## src/rtl/dcw_pkg.sv

```systemverilog
package dcw_pkg;
  localparam int DW = 32;

  // Control word field positions
  localparam int MODE_LSB = 24;
  localparam int CHAN_LSB = 8;
  localparam int INC_LSB  = 4;
  localparam int CMD_BIT  = 1;
  localparam int BUSY_BIT = 0;

  localparam logic [3:0] MODE_TXCFG  = 4'd0;
  localparam logic [3:0] MODE_RXCFG  = 4'd1;
  localparam logic [3:0] MODE_TXDBG  = 4'd2;
  localparam logic [3:0] MODE_RXDBG  = 4'd3;
  localparam logic [3:0] MODE_TXDESC = 4'd4;
  localparam logic [3:0] MODE_RXDESC = 4'd5;

  typedef struct packed {
    logic commit;   // access completes this cycle
    logic isRead;   // completing access is a read
  } dcwStrobe_t;

  // Smallest compressed code whose decoded count covers n (1..128)
  function automatic logic [4:0] encodeCount(input int n);
    int code;
    if (n <= 16)      code = n - 1;
    else if (n <= 32) code = 16 + ((n <= 20) ? 0 : (n - 20 + 3) / 4);
    else if (n <= 64) code = 20 + ((n <= 40) ? 0 : (n - 40 + 7) / 8);
    else              code = 24 + ((n <= 80) ? 0 : (n - 80 + 15) / 16);
    return 5'(code);
  endfunction
endpackage

```

## src/rtl/dcw_ctrl.sv

```systemverilog
module dcw_ctrl
  import dcw_pkg::*;
#(
  parameter int BUSY_CYCLES = 2
) (
  input  logic            clk,
  input  logic            rstN,
  input  logic            ctlWrEn,
  input  logic [DW-1:0]   wdata,
  output logic [3:0]      mode,
  output logic [6:0]      chan,
  output logic [1:0]      inc,
  output logic            isRd,
  output logic            busy,
  output dcwStrobe_t      stb
);
  localparam int CNT_W = $clog2(BUSY_CYCLES + 1);

  logic [CNT_W-1:0] cntQ;

  always_ff @(posedge clk) begin
    if (!rstN) begin
      mode <= '0;
      chan <= '0;
      inc  <= '0;
      isRd <= 1'b0;
      busy <= 1'b0;
      cntQ <= '0;
    end else if (ctlWrEn && !busy) begin
      mode <= wdata[MODE_LSB +: 4];
      chan <= wdata[CHAN_LSB +: 7];
      inc  <= wdata[INC_LSB +: 2];
      isRd <= wdata[CMD_BIT];
      busy <= wdata[BUSY_BIT];
      cntQ <= CNT_W'(BUSY_CYCLES);
    end else if (busy) begin
      if (cntQ == CNT_W'(1)) begin
        busy <= 1'b0;
        cntQ <= '0;
        if (inc != 2'd0) chan <= chan + 7'd1;
      end else begin
        cntQ <= cntQ - CNT_W'(1);
      end
    end
  end

  always_comb begin
    stb.commit = busy && (cntQ == CNT_W'(1));
    stb.isRead = isRd;
  end
endmodule

```

## src/rtl/dcw_datapath.sv

```systemverilog
module dcw_datapath
  import dcw_pkg::*;
#(
  parameter int NUM_CH = 8
) (
  input  logic                   clk,
  input  logic                   rstN,
  input  logic                   dataWrEn,
  input  logic [DW-1:0]          wdata,
  input  dcwStrobe_t             stb,
  input  logic [3:0]             mode,
  input  logic [6:0]             chan,
  input  logic [2*NUM_CH*DW-1:0] dbgStatus,
  output logic [DW-1:0]          dataQ
);
  localparam int CH_W  = (NUM_CH > 1) ? $clog2(NUM_CH) : 1;
  localparam int NBANK = 4;

  logic [CH_W-1:0] chIdx;
  logic            inRange, modeOk, writable, valid;
  logic [1:0]      bankIdx;
  logic [DW-1:0]   bankQ [NBANK*NUM_CH];
  logic [DW-1:0]   rdWord;

  assign chIdx    = chan[CH_W-1:0];
  assign inRange  = (int'(chan) < NUM_CH);
  assign modeOk   = (mode <= MODE_RXDESC);
  assign valid    = inRange && modeOk;
  assign writable = (mode == MODE_TXCFG) || (mode == MODE_RXCFG) ||
                    (mode == MODE_TXDESC) || (mode == MODE_RXDESC);

  always_comb begin
    case (mode)
      MODE_TXCFG:  bankIdx = 2'd0;
      MODE_RXCFG:  bankIdx = 2'd1;
      MODE_TXDESC: bankIdx = 2'd2;
      default:     bankIdx = 2'd3;
    endcase
  end

  for (genvar b = 0; b < NBANK; b++) begin : g_bank
    for (genvar c = 0; c < NUM_CH; c++) begin : g_entry
      logic [DW-1:0] entryQ;
      always_ff @(posedge clk) begin
        if (!rstN) entryQ <= '0;
        else if (stb.commit && !stb.isRead && valid && writable &&
                 bankIdx == 2'(b) && chIdx == CH_W'(c))
          entryQ <= dataQ;
      end
      assign bankQ[b*NUM_CH + c] = entryQ;
    end
  end

  always_comb begin
    rdWord = '0;
    if (valid) begin
      if (writable)                rdWord = bankQ[int'(bankIdx)*NUM_CH + int'(chIdx)];
      else if (mode == MODE_TXDBG) rdWord = dbgStatus[int'(chIdx)*DW +: DW];
      else                         rdWord = dbgStatus[(NUM_CH + int'(chIdx))*DW +: DW];
    end
  end

  always_ff @(posedge clk) begin
    if (!rstN)                         dataQ <= '0;
    else if (stb.commit && stb.isRead) dataQ <= rdWord;
    else if (dataWrEn)                 dataQ <= wdata;
  end
endmodule

```

## src/rtl/dma_cfg_window.sv

```systemverilog
module dma_cfg_window
  import dcw_pkg::*;
#(
  parameter int              NUM_CH      = 8,
  parameter int              BUSY_CYCLES = 2,
  parameter int              TX_VCH      = 24,
  parameter int              RX_VCH      = 8,
  parameter int              ADDR_W      = 16,
  parameter logic [ADDR_W-1:0] CTL_ADDR  = 16'h3080,
  parameter logic [ADDR_W-1:0] DATA_ADDR = 16'h3084,
  parameter logic [ADDR_W-1:0] CAP_ADDR  = 16'h0128
) (
  input  logic                   clk,
  input  logic                   rstN,
  input  logic [ADDR_W-1:0]      busAddr,
  input  logic                   busWr,
  input  logic [31:0]            busWdata,
  output logic [31:0]            busRdata,
  input  logic [2*NUM_CH*32-1:0] dbgStatus
);
  localparam logic [4:0] TX_CODE = encodeCount(TX_VCH);
  localparam logic [4:0] RX_CODE = encodeCount(RX_VCH);

  logic       ctlWrEn, dataWrEn, busy, isRd, commitStb;
  logic [3:0] mode;
  logic [6:0] chan;
  logic [1:0] inc;
  logic [DW-1:0] dataQ, ctlView, capWord;
  dcwStrobe_t stb;

  assign ctlWrEn   = busWr && (busAddr == CTL_ADDR);
  assign dataWrEn  = busWr && (busAddr == DATA_ADDR) && !busy;
  assign commitStb = stb.commit;

  dcw_ctrl #(.BUSY_CYCLES(BUSY_CYCLES)) u_ctrl (
    .clk(clk), .rstN(rstN), .ctlWrEn(ctlWrEn), .wdata(busWdata),
    .mode(mode), .chan(chan), .inc(inc), .isRd(isRd), .busy(busy), .stb(stb)
  );

  dcw_datapath #(.NUM_CH(NUM_CH)) u_dp (
    .clk(clk), .rstN(rstN), .dataWrEn(dataWrEn), .wdata(busWdata), .stb(stb),
    .mode(mode), .chan(chan), .dbgStatus(dbgStatus), .dataQ(dataQ)
  );

  assign ctlView = {4'b0, mode, 9'b0, chan, 2'b0, inc, 2'b0, isRd, busy};
  assign capWord = {9'b0, TX_CODE, 1'b0, RX_CODE, 12'b0};

  always_comb begin
    if (busAddr == CTL_ADDR)       busRdata = ctlView;
    else if (busAddr == DATA_ADDR) busRdata = dataQ;
    else if (busAddr == CAP_ADDR)  busRdata = capWord;
    else                           busRdata = '0;
  end
endmodule

```

## config.mk

```make
export PLATFORM = sky130hd
export DESIGN_NAME = dma_cfg_window
export DESIGN_NICKNAME = d
export VERILOG_FILES = /design/src/rtl/dcw_pkg.sv /design/src/rtl/dcw_ctrl.sv /design/src/rtl/dcw_datapath.sv /design/src/rtl/dma_cfg_window.sv
export SDC_FILE = /design/constraint.sdc
export NUM_CORES = 2
export LEC_CHECK = 0
export BUFFER_PORTS_ARGS = -buffer_cell sky130_fd_sc_hd__buf_2
export CAP_MARGIN = 15
export CORE_MARGIN = 8
export CORE_UTILIZATION = 45
export DETAILED_ROUTE_END_ITERATION = 7
export REMOVE_ABC_BUFFERS = 1
export SETUP_SLACK_MARGIN = 0.5
export SLEW_MARGIN = 10
export SYNTH_ARGS = -nofsm -noshare
export SYNTH_HDL_FRONTEND = slang
export SYNTH_SLANG_ARGS = --single-unit
```

## constraint.sdc

```tcl
create_clock -name clk -period 6.82 [get_ports clk]
set_input_delay 1.023 -clock clk [delete_from_list [all_inputs] [get_ports clk]]
set_output_delay 1.023 -clock clk [all_outputs]
set_load 0.005 [all_outputs]
```

==> results.py <==
metrics = {
    "floorplan": {
        "coreArea_sq_mm": 0.118,
        "dieArea_sq_mm": 0.129,
        "fp-row-count": 126,
        "die_w_microns": 360,
        "start_util_pct": 45.2,
        "chipHeight_microns": 360,
        "ios": 595,
    },
    "final_layout": {
        "filler_cell_count": 11000,
        "drive_above_1_share_pct": 20.2,
        "final_nets": 6982,
        "fin_util_pct": 51.6,
        "areaGrowthSynthToFinish_pct": 14.1,
    },
    "pwr": {
        "p_sw_share_pct": 22.1,
        "p_total_mw": 13.1,
        "power.density_mw_per_mm2": 215,
        "pwr-share-comb_pct": 3.6,
        "p_int_mw": 10.2,
        "vdd_ir_drop_max_v": 0.000213,
        "clock_power_share_pct": 48.4,
        "seqPwrFrac_pct": 48.0,
        "leakage_nw": 20.6,
        "switchingPower_mw": 2.88,
    },
    "global_route": {
        "grt_pass1_vias": 45400,
        "grt_overflow": 0,
        "use_met3_pct": 8.30,
        "grt-busiest-layer": "met2",
        "track_usage_pct": 33.8,
        "use_met1_pct": 44.7,
        "antenna_found_initial": 24,
        "grt_max_degree": 162,
        "grt_pass1_wl_microns": 327000,
        "grtUsageMet2_pct": 50.7,
    },
    "sta": {
        "rsz0062_at_grt": "false",
        "drv_slew": 0,
        "worst_slack_ns": 2.51,
        "max_slew_margin_pct": 15.2,
        "fmax_ghz": 0.232,
        "setup_violations": 0,
        "fin_worst_skew_ns": 0.0276,
        "post-route-period-util_pct": 63.2,
        "hold_violations": 0,
        "worst_slew_pin_slew_ns": 1.24,
        "layout_min_cycle_time_ns": 4.31,
    },
    "clock_network": {
        "tritoncts": "built",
        "clock-sinks": 1073,
        "cts_setup_buffers": 0,
        "cts.repair.resized": 0,
        "cts_buffers": 118,
        "cts-root-buf": "clkbuf_16",
        "worst_skew_pair.late_latency_ns": 0.71,
        "cts_buffer_depth": 3,
        "cts_max_level": 3,
        "cts_hold_buf": 0,
        "clk_pin_slew_ns": 0.06,
    },
    "setup_path": {
        "critPathRequiredTime_ns": 5.80,
        "arrival_ns": 3.29,
        "slowest_delay_ns": 0.85,
        "reg2reg_depth": 6,
        "rrSetupSlack_ns": 2.86,
        "crit_fanout": 18,
        "path_cells": "buf_2, nor4b_1, and3_1, nand2_1, nor2_1, and2_1, buf_2",
        "critPathKind": "input port to output port",
        "rr_startpoint": "u_ctrl.mode[3]",
        "crit_slowest_cell": "nor2_1",
        "cpMostUsedCell": "buf_2",
        "reg2reg_to": "u_dp.dataQ[26]",
        "cp-end-kind": "output port",
        "setup.worst_path.start_class": "input port",
    },
    "hold_path": {
        "whs_path_depth": 2,
        "hp-class": "flop to flop",
        "worstHoldStart": "u_dp.g_bank[0].g_entry[5].entryQ[18]",
        "hold_end": "u_dp.g_bank[0].g_entry[5].entryQ[18]",
    },
    "logic_synthesis": {
        "synth.most_common_cell": "nand2_1",
        "syn_area_per_cell_sq_um": 8.62,
        "synth_seq_area_share_pct": 40.4,
        "syn-instance-count": 6168,
        "async_reset_ff_share_pct": 0,
        "synth_common_cells": "nand2_1, dfxtp_1, a21boi_0",
        "synth_largest_area_cell": "dfxtp_1",
        "synth_area_sq_mm": 0.0532,
        "synth_flop_cell": "dfxtp_1",
        "synth_top_area_share_pct": 40.4,
        "synth_cell_types": 72,
        "yosys-top-cells-area": "dfxtp_1, nand2_1, mux4_2, a21boi_0, clkbuf_1",
        "synth-seq-cells": 1073,
        "synth-edff-count": 0,
        "ys_warn_count": 0,
    },
    "drt": {
        "wirelength_microns": 231000,
        "vias": 48300,
        "vias_per_cell": 6.00,
        "remaining_drc_errors": 0,
        "wl_per_cell_microns": 28.6,
        "ant_nets": 0,
        "detail_route.iter0.violations": 6257,
        "dr.pass1.iters": 8,
    },
    "place": {
        "dp_hpwl_microns": 149000,
        "gp_congestion": 0.968,
        "pre_cts_ws_ns": 2.59,
        "port_buffers": 594,
    },
    "status": {
        "status": "complete, no violations",
    },
    "run": {
        "maxCapViolCount": 0,
    },
}
==> state kept, by name, summed over array words and instances (netlist names) <==
signal and cells:
u_ctrl.chan 7, u_ctrl.isRd 1, u_dp.g_bank.g_entry.entryQ 1024, u_ctrl.busy 1, u_ctrl.mode 4, u_ctrl.inc 2, u_ctrl.cntQ 2, u_dp.dataQ 32
==> power groups by stage <==
stage	sequential (mW)	clock, mW	combinational, mW
after floorplan	6.41	0	0.139
after global placement	6.40	0	0.459
after detailed placement	6.40	0	0.460
after CTS	6.27	6.36	0.462
after global routing	6.26	6.63	0.486
final	6.27	6.32	0.472
==> layout make-up <==
cell class	count	area (sq um)	share of cell area, %
multi-input combinational	4459	29100	48.0
sequential	1073	21500	35.4
timing repair buffer	754	4280	7.06
clock buffer	199	3680	6.06
tap	1536	1920	3.17
clock inverter	14	121	0.200
antenna	12	30.0	0.0495
inverter	6	25.0	0.0412
==> cells by family after synthesis <==
family	count (synthesis)	share of synthesized area, %
AND/OR/NAND/NOR	2690	20.2
XOR/XNOR	2	0.0329
flip-flops	1073	40.4
buffers and inverters	636	5.08
multiplexers	437	15.7
adder cells (fa/ha/maj)	7	0.165
AO/OA/AOI/OAI	1323	18.4
==> placed cells by master, fill, tap and decap left out, types with 9 or more instances in the layout <==
cell type and instances:
a311oi_1 10, diode_2 12, dfxtp_1 1070, buf_4 152, and2_1 27, clkbuf_1 41, nor2_1 50, nand2_1 2342
clkbuf_8 38, a21boi_1 172, nand3_1 132, a32oi_1 32, mux4_2 318, clkbuf_16 120, mux2i_1 110, and3_1 25
o21ai_0 63, nor3_1 15, nand4_1 28, a22oi_1 19, nor2_2 19, nor2b_1 9, o22ai_1 19, a21boi_0 860
mux2_2 9, a21oi_1 37, a31oi_1 38, buf_2 593
==> stage by stage <==
step,area [sq um],instances,hold WS [ns],TNS (ns)
2_1_floorplan,50500,5538,0.430,-6336.74
3_3_place_gp,56800,7828,0.437,0
3_5_place_dp,56800,7828,0.441,0
4_1_cts,60600,8041,0.449,0
5_1_grt,60700,8044,0.464,0
6_report,60700,8053,0.447,0
==> worst max-delay path by stage <==
stage,startpoint,end,slack [ns]
2_1_floorplan,u_ctrl.chan[1],u_dp.g_bank[0].g_entry[1].entryQ[0],-6.56
3_3_place_gp,busAddr[6],busRdata[18],2.63
3_5_place_dp,busAddr[6],busRdata[31],2.59
4_1_cts,busAddr[6],busRdata[31],2.57
5_1_grt,busAddr[6],busRdata[18],2.34
6_report,busAddr[3],busRdata[31],2.51
==> critical path: cells and delay by family <==
kind | cells | cell delay, ns
buffers and inverters | 2 | 0.23
and+or+nand+nor | 5 | 2.03
==> per-layer routing <==
metal,vias to the layer above,share of wire (%)
met3,509,11
met5,-,0.23
li1,21500,-
met2,2683,43
met1,23600,40
met4,14,6.2
(Power assumes the default switching activity.)
